`src/rtl/wdt_cascade_pkg.sv`:
```
package wdt_cascade_pkg;

    typedef enum logic [1:0] {
        WS_IDLE = 2'd0,
        WS_RUN  = 2'd1,
        WS_DONE = 2'd2
    } wdt_state_e;

    typedef enum logic [1:0] {
        CNT_HOLD = 2'd0,
        CNT_LOAD = 2'd1,
        CNT_DEC  = 2'd2
    } cnt_op_e;

    typedef struct packed {
        logic fire;
        logic run;
    } seq_flags_t;

    // A programmed value of 0 counts as one cycle; the counter holds cycles left minus one.
    function automatic logic [31:0] reload_of(input logic [31:0] ticks);
        return (ticks == 32'd0) ? 32'd0 : ticks - 32'd1;
    endfunction

endpackage

```
`src/rtl/wdt_cascade_ivsel.sv`:
```
module wdt_cascade_ivsel
    import wdt_cascade_pkg::*;
#(
    parameter int NUM_STAGES = 3,
    parameter int CNT_W      = 16,
    localparam int SIDX_W    = (NUM_STAGES > 1) ? $clog2(NUM_STAGES) : 1
) (
    input  logic [NUM_STAGES*CNT_W-1:0] interval_i,
    input  logic [SIDX_W-1:0]           sel_i,
    output logic [CNT_W-1:0]            reload_o
);
    localparam logic [SIDX_W-1:0] LAST = SIDX_W'(NUM_STAGES - 1);

    logic [CNT_W-1:0]  field [NUM_STAGES];
    logic [SIDX_W-1:0] sel_c;

    for (genvar g = 0; g < NUM_STAGES; g++) begin : g_field
        assign field[g] = interval_i[g*CNT_W +: CNT_W];
    end

    always_comb begin
        sel_c    = (sel_i > LAST) ? LAST : sel_i;
        reload_o = CNT_W'(reload_of(32'(field[sel_c])));
    end

endmodule

```
`src/rtl/wdt_cascade_counter.sv`:
```
module wdt_cascade_counter
    import wdt_cascade_pkg::*;
#(
    parameter int CNT_W = 16
) (
    input  logic             clk_i,
    input  logic             rst_i,
    input  cnt_op_e          op_i,
    input  logic [CNT_W-1:0] reload_i,
    output logic [CNT_W-1:0] count_o,
    output logic             expired_o
);
    logic [CNT_W-1:0] cnt_q;

    always_ff @(posedge clk_i) begin
        if (rst_i) begin
            cnt_q <= '0;
        end else begin
            unique case (op_i)
                CNT_LOAD: cnt_q <= reload_i;
                CNT_DEC:  cnt_q <= cnt_q - CNT_W'(1);
                default:  cnt_q <= cnt_q;
            endcase
        end
    end

    assign count_o   = cnt_q;
    assign expired_o = (cnt_q == '0);

    // the sequencer never asks the shared counter to step below zero
    a_r8_no_wrap: assert property (@(posedge clk_i) disable iff (rst_i)
        (op_i == CNT_DEC) |-> (cnt_q != '0));

endmodule

```
`src/rtl/wdt_cascade_seq.sv`:
```
module wdt_cascade_seq
    import wdt_cascade_pkg::*;
#(
    parameter int NUM_STAGES = 3,
    localparam int SIDX_W    = (NUM_STAGES > 1) ? $clog2(NUM_STAGES) : 1
) (
    input  logic              clk_i,
    input  logic              rst_i,
    input  logic              enable_i,
    input  logic              kick_i,
    input  logic              expired_i,
    output cnt_op_e           op_o,
    output logic [SIDX_W-1:0] sel_o,
    output logic [SIDX_W-1:0] stage_o,
    output seq_flags_t        flags_o
);
    localparam logic [SIDX_W-1:0] LAST = SIDX_W'(NUM_STAGES - 1);

    wdt_state_e        state_q, state_d;
    logic [SIDX_W-1:0] stage_q, stage_d;

    always_comb begin
        state_d       = state_q;
        stage_d       = stage_q;
        op_o          = CNT_HOLD;
        sel_o         = '0;
        flags_o.fire  = 1'b0;
        flags_o.run   = (state_q == WS_RUN);
        unique case (state_q)
            WS_IDLE: begin
                if (enable_i) begin
                    state_d = WS_RUN;
                    stage_d = '0;
                    op_o    = CNT_LOAD;
                end
            end
            WS_RUN: begin
                if (!enable_i) begin
                    state_d = WS_IDLE;
                    stage_d = '0;
                end else if (kick_i && stage_q == '0) begin
                    op_o = CNT_LOAD;
                end else if (expired_i) begin
                    flags_o.fire = 1'b1;
                    if (stage_q == LAST) begin
                        state_d = WS_DONE;
                    end else begin
                        stage_d = stage_q + SIDX_W'(1);
                        sel_o   = stage_q + SIDX_W'(1);
                        op_o    = CNT_LOAD;
                    end
                end else begin
                    op_o = CNT_DEC;
                end
            end
            default: begin
                if (!enable_i) begin
                    state_d = WS_IDLE;
                    stage_d = '0;
                end
            end
        endcase
    end

    always_ff @(posedge clk_i) begin
        if (rst_i) begin
            state_q <= WS_IDLE;
            stage_q <= '0;
        end else begin
            state_q <= state_d;
            stage_q <= stage_d;
        end
    end

    assign stage_o = stage_q;

    // an expiring non-final stage hands over to the following one
    a_r4_stage_advance: assert property (@(posedge clk_i) disable iff (rst_i)
        (state_q == WS_RUN && enable_i && expired_i && !(kick_i && stage_q == '0)
         && stage_q != LAST) |=> (stage_q == $past(stage_q) + SIDX_W'(1)));

    // kicks do not move a later stage
    a_r6_late_kick: assert property (@(posedge clk_i) disable iff (rst_i)
        (state_q == WS_RUN && enable_i && kick_i && stage_q != '0 && !expired_i)
        |=> (stage_q == $past(stage_q) && state_q == WS_RUN));

    // the terminal state is held while enable stays high
    a_r7_terminal_hold: assert property (@(posedge clk_i) disable iff (rst_i)
        (state_q == WS_DONE && enable_i) |=> (state_q == WS_DONE && stage_q == LAST));

endmodule

```
`src/rtl/wdt_cascade_action.sv`:
```
module wdt_cascade_action
    import wdt_cascade_pkg::*;
#(
    parameter int NUM_STAGES = 3,
    localparam int SIDX_W    = (NUM_STAGES > 1) ? $clog2(NUM_STAGES) : 1
) (
    input  logic                  clk_i,
    input  logic                  rst_i,
    input  seq_flags_t            flags_i,
    input  logic [SIDX_W-1:0]     stage_i,
    output logic [NUM_STAGES-1:0] action_o
);
    for (genvar g = 0; g < NUM_STAGES; g++) begin : g_act
        always_ff @(posedge clk_i) begin
            if (rst_i) begin
                action_o[g] <= 1'b0;
            end else begin
                action_o[g] <= flags_i.fire && (stage_i == SIDX_W'(g));
            end
        end
    end

    // never more than one corrective action at a time
    a_r3_onehot: assert property (@(posedge clk_i) disable iff (rst_i)
        $onehot0(action_o));

    // a pulse never repeats on the following cycle
    a_r3_single_cycle: assert property (@(posedge clk_i) disable iff (rst_i)
        (action_o != '0) |=> (action_o != $past(action_o)));

endmodule

```
`src/rtl/wdt_cascade.sv`:
```
module wdt_cascade
    import wdt_cascade_pkg::*;
#(
    parameter int NUM_STAGES = 3,
    parameter int CNT_W      = 16,
    localparam int SIDX_W    = (NUM_STAGES > 1) ? $clog2(NUM_STAGES) : 1
) (
    input  logic                        clk_i,
    input  logic                        rst_i,
    input  logic                        enable_i,
    input  logic                        kick_i,
    input  logic [NUM_STAGES*CNT_W-1:0] interval_i,
    output logic [NUM_STAGES-1:0]       action_o,
    output logic [SIDX_W-1:0]           stage_o
);
    cnt_op_e           op_w;
    logic [SIDX_W-1:0] sel_w;
    logic [SIDX_W-1:0] stage_w;
    logic [CNT_W-1:0]  reload_w;
    logic [CNT_W-1:0]  count_w;
    logic              expired_w;
    seq_flags_t        flags_w;

    wdt_cascade_seq #(.NUM_STAGES(NUM_STAGES)) u_seq (
        .clk_i     (clk_i),
        .rst_i     (rst_i),
        .enable_i  (enable_i),
        .kick_i    (kick_i),
        .expired_i (expired_w),
        .op_o      (op_w),
        .sel_o     (sel_w),
        .stage_o   (stage_w),
        .flags_o   (flags_w)
    );

    wdt_cascade_ivsel #(.NUM_STAGES(NUM_STAGES), .CNT_W(CNT_W)) u_ivsel (
        .interval_i (interval_i),
        .sel_i      (sel_w),
        .reload_o   (reload_w)
    );

    wdt_cascade_counter #(.CNT_W(CNT_W)) u_cnt (
        .clk_i     (clk_i),
        .rst_i     (rst_i),
        .op_i      (op_w),
        .reload_i  (reload_w),
        .count_o   (count_w),
        .expired_o (expired_w)
    );

    wdt_cascade_action #(.NUM_STAGES(NUM_STAGES)) u_act (
        .clk_i    (clk_i),
        .rst_i    (rst_i),
        .flags_i  (flags_w),
        .stage_i  (stage_w),
        .action_o (action_o)
    );

    assign stage_o = stage_w;

    // an accepted kick reloads the shared counter and keeps stage 0
    a_r5_kick_reload: assert property (@(posedge clk_i) disable iff (rst_i)
        (flags_w.run && enable_i && kick_i && stage_w == '0)
        |=> (stage_o == '0 && action_o == '0 && count_w == $past(reload_w)));

    // a low enable idles the block at the next edge
    a_r9_disable_idle: assert property (@(posedge clk_i) disable iff (rst_i)
        !enable_i |=> (action_o == '0 && stage_o == '0));

endmodule

```
`config.mk`:
```
export PLATFORM = sky130hd
export DESIGN_NAME = wdt_cascade
export DESIGN_NICKNAME = d
export VERILOG_FILES = /design/src/rtl/wdt_cascade_pkg.sv /design/src/rtl/wdt_cascade_ivsel.sv /design/src/rtl/wdt_cascade_counter.sv /design/src/rtl/wdt_cascade_seq.sv /design/src/rtl/wdt_cascade_action.sv /design/src/rtl/wdt_cascade.sv
export SDC_FILE = /design/constraint.sdc
export NUM_CORES = 1
export LEC_CHECK = 0
export ABC_AREA = 1
export CORE_ASPECT_RATIO = 0.6
export CORE_UTILIZATION = 30
export CTS_CLUSTER_SIZE = 14
export DETAILED_ROUTE_END_ITERATION = 6
export SLEW_MARGIN = 20
export SYNTH_ARGS = -nofsm -noshare
export SYNTH_HDL_FRONTEND = slang
export SYNTH_SLANG_ARGS = --single-unit
```
`constraint.sdc`:
```
create_clock -name clk_i -period 3.4 [get_ports clk_i]
set_clock_uncertainty 0.1 [all_clocks]
set_input_delay 0.68 -clock clk_i [delete_from_list [all_inputs] [get_ports clk_i]]
set_output_delay 0.68 -clock clk_i [all_outputs]
set_load 0.01 [all_outputs]
```
==> flow_summary.yaml <==
run_status:
  status: "complete, no violations"
pwr:
  power_mw: 1.28
  leakagePower_nw: 1.45
  ir_worst_vdd_mv: 0.176
  p_per_area_nw_per_um2: 390
worst_setup_path:
  critPathLaunch: "enable_i"
  slowest_delay_ns: 0.53
  path_buf_inv: 4
  arrival_ns: 3.18
  critPathCaptureType: "flop"
  setup.worst_path.class: "in2reg"
  cp_cell_sequence: "clkdlybuf4s50_1 -> nand3_2 -> nor2_4 -> nand3_2 -> nor2_4 -> buf_4 -> buf_4 -> nand2_1 -> nand3_2 -> inv_1 -> nand3_2 -> nor2_1 -> nand2_1 -> nand4_1 -> a21oi_1"
  crit_required_ns: 3.49
  reg2reg_slack_ns: 0.45
  endpoint: "u_cnt.count_o[13]"
  r2r-end: "u_cnt.count_o[13]"
  rr_worst_depth: 17
  start_kind: "primary input"
  cp_max_fo: 11
  cp_slowest_cell: "clkdlybuf4s50_1"
  cp.depth: 15
  cpMostUsedCell: "nand3_2"
  rr_startpoint: "u_seq.stage_o[0]"
  crit_family: "simple AND/OR/NAND/NOR gates"
timing:
  finalCriticalPeriod_ns: 3.09
  final_max_slew_viol_count: 0
  rsz0062_at_grt: "no"
  tns_ns: 0
  setup_viol: 0
  fmax_mhz: 323
  holdWs_ns: 0.424
  worst_pin_slew_ns: 0.544
  finalCritPeriodShare_pct: 90.9
  final_hold_viol_count: 0
  slew_headroom_pct: 63.7
synthesis:
  synth_cell_types: 33
  yosysWarningCount: 0
  ys_seq_area_share_pct: 18.4
  netlist_instances: 398
  ys_ff_latch: 23
  synthesis.nets: 458
  synth_area_um2: 2510
  syn_avg_cell_area_um2: 6.30
finish:
  fin_nets: 518
  drive_gt1_share_pct: 15.5
  mostFrequentLayoutCell: "nand2_1"
  final_cell_area_um2: 3280
  syn2layout_area_growth_pct: 30.8
  n_antenna_cell: 0
  final_cell_mix: "nand2_1, clkdlybuf4s50_1, nor2_1, inv_1, o21ai_0"
clock_tree:
  cts.sinks: 23
  postCtsSetupRepairBufs: 0
  clkTransAtPathRegs_ns: 0.07
  hold_buffers: 0
  clockBufferDepth: 2
  cts_root_buf: "clkbuf_16"
  cts.htree.levels: 1
  clock_latency_ns: 0.27
  numCtsBuffers: 3
  tritoncts: "done"
  cts_resized: 0
detailed_routing:
  dr.pass1.iters: 5
  drc_errors: 0
  antenna_left: 0
  drt_wl_total_um: 7180
  via_per_inst: 4.80
  first_iter_violations: 229
  route.vias.total: 2713
  wl_per_cell_um: 12.7
placement:
  portBuffers: 56
  dpl_cell_area_um2: 3200
  hpwl_um: 5970
  place_congestion: 0.829
grt:
  grt_max_degree: 20
  antenna_found_initial: 0
  grt_pass1_vias: 2419
  grt_first_pass_wirelength_um: 11800
  track_usage_pct: 17.4
  gr-total-overflow: 0
floorplan:
  coreArea_um2: 7980
  die_height_um: 72.8
  die_area_um2: 8740
  initial_core_util_pct: 31.4
  boundaryPins: 57
  die_w_um: 120
  rows: 25
worst_hold_path:
  hold_class: "reg2reg"
job:
  cap_viol_max_count: 0
-- report_power, final --
part	switching [mW]	leakage (nW)	internal, mW	total (mW)
clock network	0.109	0.0382	0.161	0.270
registers	0.0684	0.190	0.323	0.391
logic	0.372	1.23	0.247	0.618
total	0.549	1.45	0.730	1.28
-- cell usage after synthesis (all sizes together) --
cell | n | area share [%]
xnor2 | 3 | 1.0
nor2 | 76 | 17
a21oi | 28 | 5.7
xor2 | 9 | 3.1
buf | 5 | 2.1
clkbuf | 5 | 0.75
o311ai | 1 | 0.35
nor4 | 3 | 0.75
nand2 | 107 | 18
dfxtp | 23 | 18
nand3b | 2 | 0.75
nor3 | 6 | 1.2
nand4 | 5 | 2.1
o21ai | 28 | 5.6
or2 | 1 | 0.25
a211oi | 1 | 0.30
inv | 46 | 7.0
ha | 8 | 4.0
nand3 | 41 | 12
-- cell type report --
| type | count | area, um^2 |
|---|---|---|
| multi-input combinational | 319 | 1800 |
| timing repair buffer | 65 | 628 |
| tap | 108 | 135 |
| fill | 846 | 4700 |
| clock buffer | 4 | 78.8 |
| sequential | 23 | 460 |
| inverter | 46 | 175 |
-- state kept, by name (all words and copies together), names as in the netlist --
name and flops:
u_cnt.count_o 16, u_seq.stage_o 2, u_seq.state_q 2, u_act.action_o 3
-- per-stage QoR --
step                worst slack [ns]  cells  utilization [%]
global placement               0.124    561             40.1
CTS                            0.323    565             41.1
global route                   0.138    565             41.1
finish                         0.308    565             41.1
floorplan                      0.647    398                -
detailed placement            0.0568    561             40.1
-- worst min path at each step --
stage                           from               end  depth (start not counted)
finish              u_seq.state_q[0]  u_seq.state_q[0]                          2
global placement    u_seq.stage_o[0]  u_seq.stage_o[0]                          1
floorplan           u_seq.state_q[0]  u_seq.state_q[0]                          2
CTS                 u_seq.state_q[0]  u_seq.state_q[0]                          2
global route        u_seq.state_q[1]  u_seq.state_q[1]                          2
detailed placement  u_seq.stage_o[0]  u_seq.stage_o[0]                          1
-- cells by family (layout without fill, tap and decap cells) --
kind of cell               after synthesis  after routing  share of synthesized area [%]
DFF                                     23             23                           18.4
buffers and inverters                   56            115                           9.84
adders and majority gates                8              8                           3.99
and+or+nand+nor                        241            241                           51.6
AOI/OAI and AO/OA                       58             58                           12.0
xor gates and xnor gates                12             12                           4.19
-- worst register-to-register path, delay by kind of cell (launching register included) --
kind | cells | cell delay, ns
simple gates | 10 | 1.33
compound gates | 1 | 0.19
flops | 1 | 0.42
buf+inv | 5 | 0.57
fa+ha+maj | 1 | 0.27
-- layer usage --
metal	track usage [%]	vias to the layer above	routed length [um]	part of all wire, %
met5	0	-	0	0
met4	2.78	0	28	0.39
met3	4.14	4	569	7.9
met2	24.6	72	2730	38
met1	26.5	1235	3860	54
li1	-	1402	-	-
Note: power is estimated with default switching activity, not from simulation.
